<file path="config.mk">
export PLATFORM = sky130hd
export DESIGN_NAME = rxdesc_seq
export DESIGN_NICKNAME = d
export VERILOG_FILES = /design/src/rtl/rxdesc_pkg.sv /design/src/rtl/rxdesc_addr.sv /design/src/rtl/rxdesc_wb.sv /design/src/rtl/rxdesc_seq.sv
export SDC_FILE = /design/constraint.sdc
export NUM_CORES = 1
export LEC_CHECK = 0
export ABC_CLOCK_PERIOD_IN_PS = 6220
export BUFFER_PORTS_ARGS = -buffer_cell sky130_fd_sc_hd__buf_2
export CORE_MARGIN = 4
export CORE_UTILIZATION = 59
export DETAILED_ROUTE_END_ITERATION = 8
export GPL_ROUTABILITY_DRIVEN = 0
export HOLD_SLACK_MARGIN = 0.03
export PLACE_DENSITY_LB_ADDON = 0.2
export SLEW_MARGIN = 30
export SYNTH_ARGS = -nofsm -noshare
export SYNTH_HDL_FRONTEND = slang
export SYNTH_HIERARCHICAL = 1
export SYNTH_SLANG_ARGS = --single-unit
</file>
<file path="constraint.sdc">
create_clock -name clk -period 6.22 [get_ports clk]
set_input_delay 1.244 -clock clk [delete_from_list [all_inputs] [get_ports clk]]
set_output_delay 1.244 -clock clk [all_outputs]
set_load 0.1 [all_outputs]
</file>
<file path="src/rtl/rxdesc_pkg.sv">
package rxdesc_pkg;
  localparam int DW         = 32;
  localparam int OWN_BIT    = 31;
  localparam int CHAIN_BIT  = 24;
  localparam int EOR_BIT    = 25;
  localparam int NORM_WORDS = 4;
  localparam int ENH_WORDS  = 8;
  localparam logic [DW-1:0] NORM_BYTES = DW'(NORM_WORDS * 4);
  localparam logic [DW-1:0] ENH_BYTES  = DW'(ENH_WORDS * 4);
  localparam logic [2:0]    LAST_STEP  = 3'd4;

  typedef enum logic [2:0] {
    ST_IDLE, ST_RREQ, ST_RRSP, ST_STALL, ST_BUF, ST_WB
  } seq_state_e;
endpackage

</file>
<file path="src/rtl/rxdesc_addr.sv">
module rxdesc_addr
  import rxdesc_pkg::*;
#(
  parameter int ALIGN_BITS = 2
) (
  input  logic [DW-1:0] cur,
  input  logic [DW-1:0] base,
  input  logic [DW-1:0] word2,
  input  logic [DW-1:0] word3,
  input  logic          chained,
  input  logic          end_ring,
  input  logic          sof,
  input  logic          enh,
  output logic [DW-1:0] buf1,
  output logic [DW-1:0] buf2,
  output logic [DW-1:0] nxt
);
  localparam logic [DW-1:0] LOW_MASK  = (DW'(1) << ALIGN_BITS) - DW'(1);
  localparam logic [DW-1:0] KEEP_MASK = ~LOW_MASK;

  logic [DW-1:0] stride;

  always_comb begin
    stride = enh ? ENH_BYTES : NORM_BYTES;
    buf1   = sof ? word2 : (word2 & KEEP_MASK);
    buf2   = chained ? '0 : (word3 & KEEP_MASK);
    if (chained)       nxt = word3 & KEEP_MASK;
    else if (end_ring) nxt = base;
    else               nxt = cur + stride;
  end
endmodule

</file>
<file path="src/rtl/rxdesc_wb.sv">
module rxdesc_wb
  import rxdesc_pkg::*;
(
  input  logic [2:0]      step,
  input  logic            enh,
  input  logic            wr_ts,
  input  logic [DW-2:0]   status,
  input  logic [DW-1:0]   ext,
  input  logic [2*DW-1:0] ts,
  output logic            en,
  output logic [2:0]      widx,
  output logic [DW-1:0]   data
);
  always_comb begin
    en   = 1'b0;
    widx = 3'd0;
    data = '0;
    case (step)
      3'd0: begin en = enh;          widx = 3'd4; data = ext;            end
      3'd1: begin en = enh && wr_ts; widx = 3'd6; data = ts[DW-1:0];     end
      3'd2: begin en = enh && wr_ts; widx = 3'd7; data = ts[2*DW-1:DW];  end
      3'd3: begin en = wr_ts;        widx = 3'd3; data = ts[2*DW-1:DW];  end
      default: begin en = 1'b1;      widx = 3'd0; data = {1'b0, status}; end
    endcase
  end
endmodule

</file>
<file path="src/rtl/rxdesc_seq.sv">
module rxdesc_seq
  import rxdesc_pkg::*;
#(
  parameter int ALIGN_BITS = 2
) (
  input  logic          clk,
  input  logic          rst_n,
  input  logic          start,
  input  logic          resume,
  input  logic [31:0]   base_addr,
  input  logic          enh_fmt,
  input  logic          ts_en,
  output logic          mreq_valid,
  input  logic          mreq_ready,
  output logic          mreq_write,
  output logic [31:0]   mreq_addr,
  output logic [31:0]   mreq_wdata,
  input  logic          mrsp_valid,
  output logic          mrsp_ready,
  input  logic [31:0]   mrsp_data,
  output logic          buf_valid,
  input  logic          buf_ready,
  output logic [31:0]   buf1_addr,
  output logic [31:0]   buf2_addr,
  input  logic          seg_last,
  input  logic [30:0]   seg_status,
  input  logic [31:0]   ext_status,
  input  logic [63:0]   ts_value,
  output logic          unavail
);
  seq_state_e      st;
  logic [DW-1:0]   cur, base_r, w2, w3, nxt;
  logic            chained, end_ring, sof, wr_ts;
  logic [1:0]      rd_idx;
  logic [2:0]      wb_step, wb_idx;
  logic            wb_en;
  logic [DW-1:0]   wb_data, ext_r;
  logic [DW-2:0]   stat_r;
  logic [2*DW-1:0] ts_r;

  rxdesc_addr #(.ALIGN_BITS(ALIGN_BITS)) u_addr (
    .cur(cur), .base(base_r), .word2(w2), .word3(w3),
    .chained(chained), .end_ring(end_ring), .sof(sof), .enh(enh_fmt),
    .buf1(buf1_addr), .buf2(buf2_addr), .nxt(nxt)
  );

  rxdesc_wb u_wb (
    .step(wb_step), .enh(enh_fmt), .wr_ts(wr_ts), .status(stat_r),
    .ext(ext_r), .ts(ts_r), .en(wb_en), .widx(wb_idx), .data(wb_data)
  );

  always_comb begin
    mreq_valid = 1'b0;
    mreq_write = 1'b0;
    mreq_addr  = cur + {28'd0, rd_idx, 2'b00};
    mreq_wdata = '0;
    mrsp_ready = 1'b0;
    buf_valid  = 1'b0;
    case (st)
      ST_RREQ: mreq_valid = 1'b1;
      ST_RRSP: mrsp_ready = 1'b1;
      ST_BUF:  buf_valid  = 1'b1;
      ST_WB: begin
        mreq_valid = wb_en;
        mreq_write = 1'b1;
        mreq_addr  = cur + {27'd0, wb_idx, 2'b00};
        mreq_wdata = wb_data;
      end
      default: ;
    endcase
  end

  assign unavail = (st == ST_STALL);

  always_ff @(posedge clk) begin
    if (!rst_n) begin
      st       <= ST_IDLE;
      cur      <= '0;
      base_r   <= '0;
      w2       <= '0;
      w3       <= '0;
      chained  <= 1'b0;
      end_ring <= 1'b0;
      sof      <= 1'b1;
      wr_ts    <= 1'b0;
      rd_idx   <= '0;
      wb_step  <= '0;
      stat_r   <= '0;
      ext_r    <= '0;
      ts_r     <= '0;
    end else begin
      case (st)
        ST_IDLE: if (start) begin
          cur    <= {base_addr[DW-1:2], 2'b00};
          base_r <= {base_addr[DW-1:2], 2'b00};
          rd_idx <= '0;
          sof    <= 1'b1;
          st     <= ST_RREQ;
        end
        ST_RREQ: if (mreq_ready) st <= ST_RRSP;
        ST_RRSP: if (mrsp_valid) begin
          case (rd_idx)
            2'd1: begin chained <= mrsp_data[CHAIN_BIT]; end_ring <= mrsp_data[EOR_BIT]; end
            2'd2: w2 <= mrsp_data;
            2'd3: w3 <= mrsp_data;
            default: ;
          endcase
          if (rd_idx == 2'd0 && !mrsp_data[OWN_BIT]) st <= ST_STALL;
          else if (rd_idx == 2'd3)                   st <= ST_BUF;
          else begin
            rd_idx <= rd_idx + 2'd1;
            st     <= ST_RREQ;
          end
        end
        ST_STALL: if (resume) begin
          rd_idx <= '0;
          st     <= ST_RREQ;
        end
        ST_BUF: if (buf_ready) begin
          wr_ts   <= ts_en && seg_last;
          stat_r  <= seg_status;
          ext_r   <= ext_status;
          ts_r    <= ts_value;
          sof     <= seg_last;
          wb_step <= '0;
          st      <= ST_WB;
        end
        ST_WB: if (!wb_en || mreq_ready) begin
          if (wb_step == LAST_STEP) begin
            cur    <= nxt;
            rd_idx <= '0;
            st     <= ST_RREQ;
          end else begin
            wb_step <= wb_step + 3'd1;
          end
        end
        default: st <= ST_IDLE;
      endcase
    end
  end
endmodule

</file>
# Word level (Yosys, flattened, before mapping)
# Cells that the tools add are included.
[word_totals] reg_bits=265 output_inout_bits=133 word_cells=109
[op_classes] add_sub_neg=5 n_eq_ne=22 mux=43 n_reduce_logical=25
[ops] cell="2-to-1 mux 32 bit" count=8
[ops] cell="one-hot mux 32 bit (3 select lines)" count=1
[ops] cell="one-hot mux 32 bit (2 select lines)" count=1
[ops] cell="2-to-1 mux 3 bit" count=12
[ops] cell="adder 32 bit" count=1
[ops] cell="adder 32 x 4 -> 32 bit" count=1
[ops] cell="adder 32 x 5 -> 32 bit" count=1
[ops] cell="inequality test 2 bit, second input constant" count=10
[ops] cell="one-hot mux 3 bit (6 select lines)" count=1
[ops] cell="2-to-1 mux 2 bit" count=8
[ops] cell="== test 3 x 2 -> 1 bit, second input constant" count=4
[ops] cell="one-hot mux 3 bit (4 select lines)" count=1
[ops] cell="AND reduction 3 bit" count=4
[ops] cell="== test 3 bit, second input constant" count=3
[ops] cell="one-hot mux 2 bit (4 select lines)" count=1
[ops] cell="AND reduction 4 bit" count=2
[ops] cell="AND reduction 8 bit" count=1
[ops] cell="AND reduction 7 bit" count=1
[ops] cell="== test 3 x 1 -> 1 bit, second input constant" count=2
[ops] cell="zero test 3 bit" count=2
[ops] cell="2-to-1 mux 6 bit" count=1
[ops] cell="one-hot mux 3 bit (2 select lines)" count=1
[ops] cell="nonzero test 2 bit" count=3
[ops] cell="2-to-1 mux 1 bit" count=5
[ops] cell="other kinds (13)" count=20

# Longest topological paths before layout
# Gate-level depths: netlist of the first run.
[logic_depth] ltp_word=7 mapped_depth=14 depth_no_buf=12

# By module
# Netlist of the first run, hierarchy kept.
[modules_own_cells] module="rxdesc_seq" n_inst=1 cells_per_inst=1367 area_each_um2=11242.0 seq_area_each_um2=5305.1
[modules_own_cells] module="rxdesc_addr" n_inst=1 cells_per_inst=241 area_each_um2=1604.0 seq_area_each_um2=0.0
[modules_own_cells] module="rxdesc_wb" n_inst=1 cells_per_inst=154 area_each_um2=1316.3 seq_area_each_um2=0.0

# Worst setup path before layout of the first run
# OpenSTA, ideal clock, no wires.
[synth_path] path_kind="flip-flop to output port" start="reg st[1]" end="out mreq_addr[25]" arrival_ps=4147 t_required_ps=4976 setup_slack_ps=829 stages_incl_launch_ff=13 path_buffers=2 cell_sequence="dfxtp_1 > buf_4 > nor2b_4 > nand2_2 > inv_1 > buf_2 > o21ai_0 > ha_1 > and3_1 > nor2_1 > nor4_4 > nand4_1 > xnor2_1"
[synth_via] elab_chain_cells=2
[synth_rtl] item="start, declared" line_no="rxdesc_seq.sv:31" text="seq_state_e st;"
[synth_rtl] item="start signal, assigned" line_no="rxdesc_seq.sv:77" text="st <= ST_IDLE;"
[synth_rtl] item="start signal, assigned" line_no="rxdesc_seq.sv:98" text="st <= ST_RREQ;"
[synth_rtl] item="start signal, assigned" line_no="rxdesc_seq.sv:100" text="ST_RREQ: if (mreq_ready) st <= ST_RRSP;"
[synth_rtl] item="== test 3 bit" line_no="rxdesc_seq.sv:59" text="case (st)"
[synth_rtl] item="2-to-1 mux 32 bit" line_no="rxdesc_seq.sv:59"
[synth_rtl] item="end, declared" line_no="rxdesc_seq.sv:16" text="output logic [31:0] mreq_addr,"
# No other way between the ends.

# Worst setup path in the final report of the first run
[layout_path] start="reg st[2]" end="out mreq_addr[29]"
# The elaborated chain is that of the path after synthesis.

==> results of run 1 <==
[through the flow]
stage                     total power (uW)  instance area (um^2)  worst slack, ns  instances  hold slack [ns]
after floorplan                       2340                 14100            0.829       1756            0.434
after global placement                2580                 15700             1.30       2253            0.438
after detailed placement              2590                 15700             1.18       2253            0.442
after CTS                             4390                 16700            0.574       2305            0.451
after global routing                  4510                 16700            0.262       2306            0.464
final                                 4370                 16700            0.519       2307            0.451
[flip-flops by register name, indices dropped and copies added (netlist names)]
register and flops:
sof 1, rd_idx 2, ts_r 64, chained 1, wr_ts 1, end_ring 1
cur 32, ext_r 32, w2 32, st 3, base_r 30, w3 30
stat_r 31, wb_step 3
[layer usage]
layer | vias up | GRT usage
met1 | 6009 | 0.341
met3 | 101 | 0.0521
met4 | 10 | 0.102
met5 | - | 0
li1 | 6270 | -
met2 | 513 | 0.515
[report_power, final]
part | switching [uW] | leakage (uW) | internal (uW) | total (uW)
clock network | 701 | 0.000506 | 1110 | 1810
registers | 87.1 | 0.00213 | 1740 | 1820
logic | 479 | 0.00446 | 254 | 733
total | 1270 | 0.00710 | 3100 | 4370
[layout by cell type (no fill, tap or decap), types with 34 or more instances in the layout]
cell type                    n
sky130_fd_sc_hd__nand3_1    47
sky130_fd_sc_hd__nand2_1   540
sky130_fd_sc_hd__a21boi_1   84
sky130_fd_sc_hd__dfxtp_1   259
sky130_fd_sc_hd__nor3b_1    34
sky130_fd_sc_hd__mux2i_1    46
sky130_fd_sc_hd__a21boi_0  138
sky130_fd_sc_hd__and3_1     40
sky130_fd_sc_hd__buf_2     309
sky130_fd_sc_hd__nor2b_1    68
[worst max-delay path, cell delays in order, from the launching register on]
cell and delay (ns):
sky130_fd_sc_hd__dfxtp_1 0.60, sky130_fd_sc_hd__nor2b_4 0.24, sky130_fd_sc_hd__nand2_2 0.05, sky130_fd_sc_hd__buf_4 0.24, sky130_fd_sc_hd__inv_1 0.63, sky130_fd_sc_hd__o21ai_0 0.39
sky130_fd_sc_hd__ha_1 0.38, sky130_fd_sc_hd__and3_1 0.16, sky130_fd_sc_hd__nor2_1 0.12, sky130_fd_sc_hd__nor4_4 0.41, sky130_fd_sc_hd__nand3_1 0.16, sky130_fd_sc_hd__xnor2_1 0.29
sky130_fd_sc_hd__buf_12 0.22
[area by class of cell]
class | instances | area (um^2) | area share
multi-input cells | 1313 | 7920 | 0.474
clock buffers | 39 | 843 | 0.0504
inverters | 15 | 56.3 | 0.00337
flip-flops and latches | 263 | 5270 | 0.315
clock inverters | 13 | 175 | 0.0105
well taps | 319 | 399 | 0.0239
diodes | 2 | 5.00 | 0.000299
repair buffers | 343 | 2050 | 0.123
[how the worst max path moves through the flow]
stage | from | end | depth (start not counted)
CTS | st[2]$_SDFFE_PN0P_ | mreq_addr[29] | 12
finish | st[2]$_SDFFE_PN0P_ | mreq_addr[29] | 12
global route | st[2]$_SDFFE_PN0P_ | mreq_addr[29] | 12
floorplan | st[1]$_SDFFE_PN0P_ | mreq_addr[25] | 12
detailed placement | st[2]$_SDFFE_PN0P_ | mreq_addr[29] | 12
global placement | st[2]$_SDFFE_PN0P_ | mreq_addr[25] | 12
==> report_table.html, run 1 <==
<table>
<tr><th>Metric</th><th>Value</th></tr>
<tr><th colspan="2">GRT</th></tr>
<tr><td>Residual overflow from global routing</td><td>0</td></tr>
<tr><td>GRT Total Usage</td><td>0.286</td></tr>
<tr><td>Global-route wire length before repair</td><td>62400 um</td></tr>
<tr><td>Number of global-route vias before repair</td><td>12500</td></tr>
<tr><td>Pin count of the biggest net entering global routing</td><td>157</td></tr>
<tr><td>Initial antenna violation count</td><td>6</td></tr>
<tr><th colspan="2">Floorplan</th></tr>
<tr><td>Vert. Die Dim</td><td>163 um</td></tr>
<tr><td>Boundary pin count</td><td>334</td></tr>
<tr><td>Initial Utilization</td><td>0.600</td></tr>
<tr><td>Core outline area</td><td>23500 um^2</td></tr>
<tr><td>Std cell rows</td><td>56</td></tr>
<tr><td>Floorplan die width</td><td>163 um</td></tr>
<tr><td>Full die area</td><td>26400 um^2</td></tr>
<tr><th colspan="2">Logic synthesis</th></tr>
<tr><td>Syn Inst Count</td><td>1754</td></tr>
<tr><td>Post-Synthesis Cell Area</td><td>14100 um^2</td></tr>
<tr><td>Average footprint of a synthesized cell</td><td>between 8 and 9 um^2</td></tr>
<tr><td>Count of synthesis-stage warnings from yosys</td><td>6</td></tr>
<tr><th colspan="2">Timing</th></tr>
<tr><td>Final hold violation count</td><td>0</td></tr>
<tr><td>Max-slew violation total from the final report</td><td>0</td></tr>
<tr><td>Fmax</td><td>175 MHz</td></tr>
<tr><td>Post-layout minimum cycle time</td><td>5.70 ns</td></tr>
<tr><td>Fin crit share</td><td>0.917</td></tr>
<tr><td>Largest clock skew in the final design</td><td>~0.021 ns</td></tr>
<tr><td>Slew at the pin with the worst max-slew slack</td><td>1.02 ns</td></tr>
<tr><td>Number of setup violations in the final report</td><td>0</td></tr>
<tr><td>Normalized max-slew margin</td><td>0.320</td></tr>
<tr><td>Setup TNS</td><td>0 ns</td></tr>
<tr><td>Unrepaired setup endpoints after global routing</td><td>false</td></tr>
<tr><th colspan="2">CTS</th></tr>
<tr><td>Clock network latency to the later pin of the worst-skew pair</td><td>0.54 ns</td></tr>
<tr><td>Post-CTS Hold Fix Bufs</td><td>0</td></tr>
<tr><td>CTS root buffer</td><td>sky130_fd_sc_hd__clkbuf_16</td></tr>
<tr><td>Buffer count from post-CTS setup fixing</td><td>0</td></tr>
<tr><td>Sink count of the clock tree</td><td>263</td></tr>
<tr><td>Number of gates resized after CTS</td><td>0</td></tr>
<tr><td>Clock transition at the registers of the reported paths</td><td>0.06 ns</td></tr>
<tr><td>Cts bufs inserted</td><td>29</td></tr>
<tr><td>Largest buffer count on any clock path</td><td>3</td></tr>
<tr><td>TritonCTS clock tree</td><td>built</td></tr>
<tr><td>H-tree depth reported by CTS</td><td>1</td></tr>
<tr><th colspan="2">Route</th></tr>
<tr><td>Max layer used</td><td>met5</td></tr>
<tr><td>Detail Route Antenna Nets</td><td>0</td></tr>
<tr><td>Detailed Routing Iterations Pass 1</td><td>7</td></tr>
<tr><td>Met2 wire length</td><td>19800 um</td></tr>
<tr><td>Drt initial violations</td><td>1094</td></tr>
<tr><td>Vias per std cell</td><td>5.59</td></tr>
<tr><td>Wire length reported by the detailed router</td><td>39800 um</td></tr>
<tr><td>Post-DR wirelength/cell</td><td>17.3 um</td></tr>
<tr><td>Metal3 WL</td><td>between 2000 and 3000 um</td></tr>
<tr><td>Routed vias</td><td>approximately 13000</td></tr>
<tr><td>Drc violations</td><td>0</td></tr>
<tr><td>Routed length on met1</td><td>15600 um</td></tr>
<tr><th colspan="2">Critical path</th></tr>
<tr><td>Element type at the critical path start</td><td>flip-flop</td></tr>
<tr><td>Kind of critical path</td><td>flip-flop to primary output</td></tr>
<tr><td>R2r worst-path depth</td><td>9</td></tr>
<tr><td>WP data required</td><td>4.98 ns</td></tr>
<tr><td>Slack of the worst reg-to-reg path</td><td>3.05 ns</td></tr>
<tr><td>FF-to-FF Start</td><td>wb_step[1]$_SDFFE_PN0P_</td></tr>
<tr><td>Reg-to-reg critical path endpoint</td><td>cur[23]$_SDFFE_PN0P_</td></tr>
<tr><td>Critical path fanouts, max</td><td>32</td></tr>
<tr><td>Type of element capturing the critical path</td><td>primary output</td></tr>
<tr><td>Arrival time worst endpoint</td><td>4.46 ns</td></tr>
<tr><th colspan="2">Layout</th></tr>
<tr><td>Fin nets</td><td>2180</td></tr>
<tr><td>Final core occ</td><td>0.712</td></tr>
<tr><td>Layout overhead on the synthesized area</td><td>18.6%</td></tr>
<tr><td>Fraction of final layout cells with drive strength greater than 1</td><td>0.233</td></tr>
<tr><td>Filler cell count</td><td>1894</td></tr>
<tr><th colspan="2">Pwr</th></tr>
<tr><td>Leakage dissipation</td><td>0.00710 uW</td></tr>
<tr><td>Power density over cell area</td><td>261 nW/um^2</td></tr>
<tr><td>Maximum VDD drop</td><td>0.203 mV</td></tr>
<tr><th colspan="2">Hold path</th></tr>
<tr><td>Cell depth of the worst hold path</td><td>2</td></tr>
<tr><td>Hold Startpoint</td><td>w2[21]$_SDFFE_PN0P_</td></tr>
<tr><td>Terminating pin of the worst hold path</td><td>w2[21]$_SDFFE_PN0P_</td></tr>
<tr><td>Hold crit path type</td><td>flip-flop to flip-flop</td></tr>
<tr><th colspan="2">Outcome</th></tr>
<tr><td>Result of the run</td><td>finished, final reports clean</td></tr>
<tr><th colspan="2">Flow run</th></tr>
<tr><td>Max-cap violations</td><td>0</td></tr>
<tr><th colspan="2">Placed design</th></tr>
<tr><td>Total half-perimeter wirelength after legalization and detailed placement</td><td>27300 um</td></tr>
<tr><td>Number of I/O port buffers</td><td>between 300 and 400</td></tr>
</table>
No activity file was read; power rests on OpenSTA's default activity.
==> run 2: changes to the inputs <==
==> constraint.sdc (replaced) <==
create_clock -name clk -period 6.22 [get_ports clk]
set_input_delay 0.311 -clock clk [delete_from_list [all_inputs] [get_ports clk]]
set_output_delay 0.311 -clock clk [all_outputs]
set_load 0.1 [all_outputs]
==> run 2 against run 1 <==
  * Via count grew 10%
  * First-iteration DRC count grew 20%
  * Fmax grew 13%
  * Utilization grew 5.8 points
  * Clock power shrank 7%
  * Non-clock buffer count grew 172
  * Global-route usage grew 5.0 points
  * Sequential power is essentially flat
  * Register-to-register slack gained 0.16 ns
  * Wire length grew 18%
  * Total power shrank 2.2%
  * Combinational power grew 3.8%
  * Critical path type unchanged
  * Critical endpoint is now mreq_addr[16]
==> report_table.html, run 2 (synthesized netlist as in run 1, its figures left out) <==
<table>
<tr><th>Metric</th><th>Value</th></tr>
<tr><th colspan="2">Layout</th></tr>
<tr><td>Fraction of final layout cells with drive strength greater than 1</td><td>0.212</td></tr>
<tr><td>Total area of sequential cells</td><td>5270 um^2</td></tr>
<tr><td>Most common cell after layout, fill and taps aside</td><td>sky130_fd_sc_hd__nand2_1</td></tr>
<tr><td>Area of the multi-input gates</td><td>approximately 7900 um^2</td></tr>
<tr><td>Most used cells in the layout excluding fill and tap cells</td><td>sky130_fd_sc_hd__nand2_1, sky130_fd_sc_hd__buf_2, sky130_fd_sc_hd__dfxtp_1</td></tr>
<tr><td>Register bank with the most flops</td><td>ts_r</td></tr>
<tr><td>Flip-flop count of the largest register, all copies and words added</td><td>64</td></tr>
<tr><td>Ant. Diodes</td><td>0</td></tr>
<tr><td>Filler cell count</td><td>approximately 1600</td></tr>
<tr><td>Layout overhead on the synthesized area</td><td>28.3%</td></tr>
<tr><td>Fin nets</td><td>approximately 2400</td></tr>
<tr><th colspan="2">Timing</th></tr>
<tr><td>Max-slew violation total from the final report</td><td>0</td></tr>
<tr><td>Unrepaired setup endpoints after global routing</td><td>false</td></tr>
<tr><td>Fmax</td><td>198 MHz</td></tr>
<tr><td>Normalized max-slew margin</td><td>0.354</td></tr>
<tr><td>Slew at the pin with the worst max-slew slack</td><td>0.969 ns</td></tr>
<tr><td>Post-layout minimum cycle time</td><td>5.04 ns</td></tr>
<tr><td>Setup TNS</td><td>0 ns</td></tr>
<tr><td>Number of setup violations in the final report</td><td>0</td></tr>
<tr><td>Fin crit share</td><td>0.810</td></tr>
<tr><td>Final hold violation count</td><td>0</td></tr>
<tr><td>Worst Hold Margin</td><td>0.0461 ns</td></tr>
<tr><td>Largest clock skew in the final design</td><td>0.0169 ns</td></tr>
<tr><th colspan="2">Critical path</th></tr>
<tr><td>Element type at the critical path start</td><td>flip-flop</td></tr>
<tr><td>Endpoint of the most critical setup path</td><td>mreq_addr[16]</td></tr>
<tr><td>FF-to-FF Start</td><td>wb_step[0]$_SDFFE_PN0P_</td></tr>
<tr><td>Reg-to-reg critical path endpoint</td><td>cur[21]$_SDFFE_PN0P_</td></tr>
<tr><td>WP data required</td><td>5.91 ns</td></tr>
<tr><td>Arrival time worst endpoint</td><td>4.73 ns</td></tr>
<tr><td>R2r worst-path depth</td><td>9</td></tr>
<tr><td>CP startpoint</td><td>st[2]$_SDFFE_PN0P_</td></tr>
<tr><td>Critical path fanouts, max</td><td>32</td></tr>
<tr><td>Slack of the worst reg-to-reg path</td><td>3.21 ns</td></tr>
<tr><td>Stage delay of the slowest cell on the critical path</td><td>0.74 ns</td></tr>
<tr><td>Kind of critical path</td><td>flip-flop to primary output</td></tr>
<tr><td>Critical Path Slowest Stage Cell</td><td>sky130_fd_sc_hd__inv_1</td></tr>
<tr><td>Chain of cells forming the critical path</td><td>nor2b_4, nand2_2, inv_1, o21ai_0, ha_1, fa_1, a21o_1, and2_2, nand2b_1, nor2_1, xor2_1, buf_2</td></tr>
<tr><td>Type of element capturing the critical path</td><td>primary output</td></tr>
<tr><th colspan="2">CTS</th></tr>
<tr><td>TritonCTS clock tree</td><td>built</td></tr>
<tr><td>Clock transition at the registers of the reported paths</td><td>0.06 ns</td></tr>
<tr><td>H-tree depth reported by CTS</td><td>1</td></tr>
<tr><td>Cts bufs inserted</td><td>30</td></tr>
<tr><td>Largest buffer count on any clock path</td><td>3</td></tr>
<tr><td>CTS root buffer</td><td>sky130_fd_sc_hd__clkbuf_16</td></tr>
<tr><td>Sink count of the clock tree</td><td>263</td></tr>
<tr><td>Clock network latency to the later pin of the worst-skew pair</td><td>0.56 ns</td></tr>
<tr><th colspan="2">Pwr</th></tr>
<tr><td>Net switching power</td><td>between 1000 and 1500 uW</td></tr>
<tr><td>Net Sw Frac</td><td>0.301</td></tr>
<tr><td>Fraction of power consumed by the clock network</td><td>0.395</td></tr>
<tr><td>Leakage dissipation</td><td>0.00771 uW</td></tr>
<tr><td>Power density over cell area</td><td>236 nW/um^2</td></tr>
<tr><td>Design internal power</td><td>2990 uW</td></tr>
<tr><td>Sequential Power Share</td><td>0.427</td></tr>
<tr><td>Combinational share of power</td><td>0.178</td></tr>
<tr><td>Maximum VDD drop</td><td>0.222 mV</td></tr>
<tr><td>Total Power</td><td>4270 uW</td></tr>
<tr><th colspan="2">Hold path</th></tr>
<tr><td>Cell depth of the worst hold path</td><td>3</td></tr>
<tr><td>Hold crit path type</td><td>input port to flip-flop</td></tr>
<tr><th colspan="2">Flow run</th></tr>
<tr><td>Max-cap violations</td><td>0</td></tr>
<tr><th colspan="2">Floorplan</th></tr>
<tr><td>Full die area</td><td>between 20000 and 30000 um^2</td></tr>
<tr><td>Vert. Die Dim</td><td>163 um</td></tr>
<tr><td>Floorplan die width</td><td>163 um</td></tr>
<tr><td>Std cell rows</td><td>56</td></tr>
<tr><td>Boundary pin count</td><td>approximately 330</td></tr>
<tr><td>Core outline area</td><td>23500 um^2</td></tr>
<tr><td>Initial Utilization</td><td>0.600</td></tr>
<tr><th colspan="2">GRT</th></tr>
<tr><td>Initial antenna violation count</td><td>0</td></tr>
<tr><td>Pin count of the biggest net entering global routing</td><td>150</td></tr>
<tr><td>GRT Total Usage</td><td>0.336</td></tr>
<tr><td>Number of global-route vias before repair</td><td>14100</td></tr>
<tr><td>Residual overflow from global routing</td><td>0</td></tr>
<tr><td>Global-route wire length before repair</td><td>around 73000 um</td></tr>
<tr><th colspan="2">Route</th></tr>
<tr><td>Detailed Routing Iterations Pass 1</td><td>7</td></tr>
<tr><td>Drt initial violations</td><td>between 1000 and 1500</td></tr>
<tr><td>Routed vias</td><td>14300</td></tr>
<tr><td>Detail Route Antenna Nets</td><td>0</td></tr>
<tr><td>Drc violations</td><td>0</td></tr>
<tr><td>Vias per std cell</td><td>roughly 5.8</td></tr>
<tr><td>Post-DR wirelength/cell</td><td>18.9 um</td></tr>
<tr><td>Wire length reported by the detailed router</td><td>46800 um</td></tr>
<tr><th colspan="2">Placed design</th></tr>
<tr><td>Number of I/O port buffers</td><td>329</td></tr>
<tr><td>Total half-perimeter wirelength after legalization and detailed placement</td><td>about 27000 um</td></tr>
<tr><th colspan="2">Outcome</th></tr>
<tr><td>Result of the run</td><td>finished, final reports clean</td></tr>
</table>
## run 2: power groups by stage
stage          sequential, uW  combinational, uW  clock (uW)
6_report                 1820                761        1690
3_3_place_gp             1860                653           0
3_5_place_dp             1860                661           0
2_1_floorplan            1830                507           0
4_1_cts                  1820                747        1710
5_1_grt                  1830                803        1780
## run 2: worst max-delay path, delay by kind of cell (launching register included)
| family | cells | cell delay, ns |
|---|---|---|
| buffers and inverters | 2 | 1.19 |
| and+or+nand+nor | 5 | 1.12 |
| adders and majority gates | 2 | 0.68 |
| DFF | 1 | 0.57 |
| AOI/OAI and AO/OA | 2 | 0.45 |
| xor gates and xnor gates | 1 | 0.15 |
## run 2: per-layer routing
| metal | up-vias | wire [um] | GRT usage |
|---|---|---|---|
| met5 | - | 0 | 0 |
| li1 | 6597 | - | - |
| met1 | 6665 | 17000 | 0.388 |
| met4 | 0 | 2700 | 0.169 |
| met3 | 198 | 3760 | 0.0524 |
| met2 | 796 | 23400 | 0.604 |
## run 2: worst min path at each step
stage	start	to	slack [ns]
after floorplan	ext_r[0]$_SDFFE_PN0P_	ext_r[0]$_SDFFE_PN0P_	0.43
after CTS	base_addr[26]	base_r[26]$_SDFFE_PN0P_	0.03
after detailed placement	w2[5]$_SDFFE_PN0P_	w2[5]$_SDFFE_PN0P_	0.44
after global routing	ts_value[31]	ts_r[31]$_SDFFE_PN0P_	0.05
after global placement	w2[5]$_SDFFE_PN0P_	w2[5]$_SDFFE_PN0P_	0.44
final	mrsp_data[14]	w2[14]$_SDFFE_PN0P_	0.05
## run 2: through the flow
step	area [um^2]	setup WS, ns	cells	utilization
floorplan	14100	1.76	1756	-
global placement	15400	1.99	2252	0.655
detailed placement	15400	1.84	2253	0.657
CTS	18100	1.24	2475	0.770
global route	18100	0.926	2475	0.770
finish	18100	1.18	2475	0.770
## run 2: timing repair
action / in CTS / in global routing
setup buffers: 0 / 0
hold buffers: 172 / 0
resized for setup: 0 / 0
hold endpoints to repair: 186 / 0
## run 2: cell type report
| type | instances | share of cell area |
|---|---|---|
| multi-input cells | 1313 | 0.438 |
| well taps | 319 | 0.0221 |
| clock inverters | 9 | 0.00498 |
| repair buffers | 515 | 0.194 |
| inverters | 15 | 0.00311 |
| clock buffers | 41 | 0.0466 |
| flip-flops and latches | 263 | 0.292 |
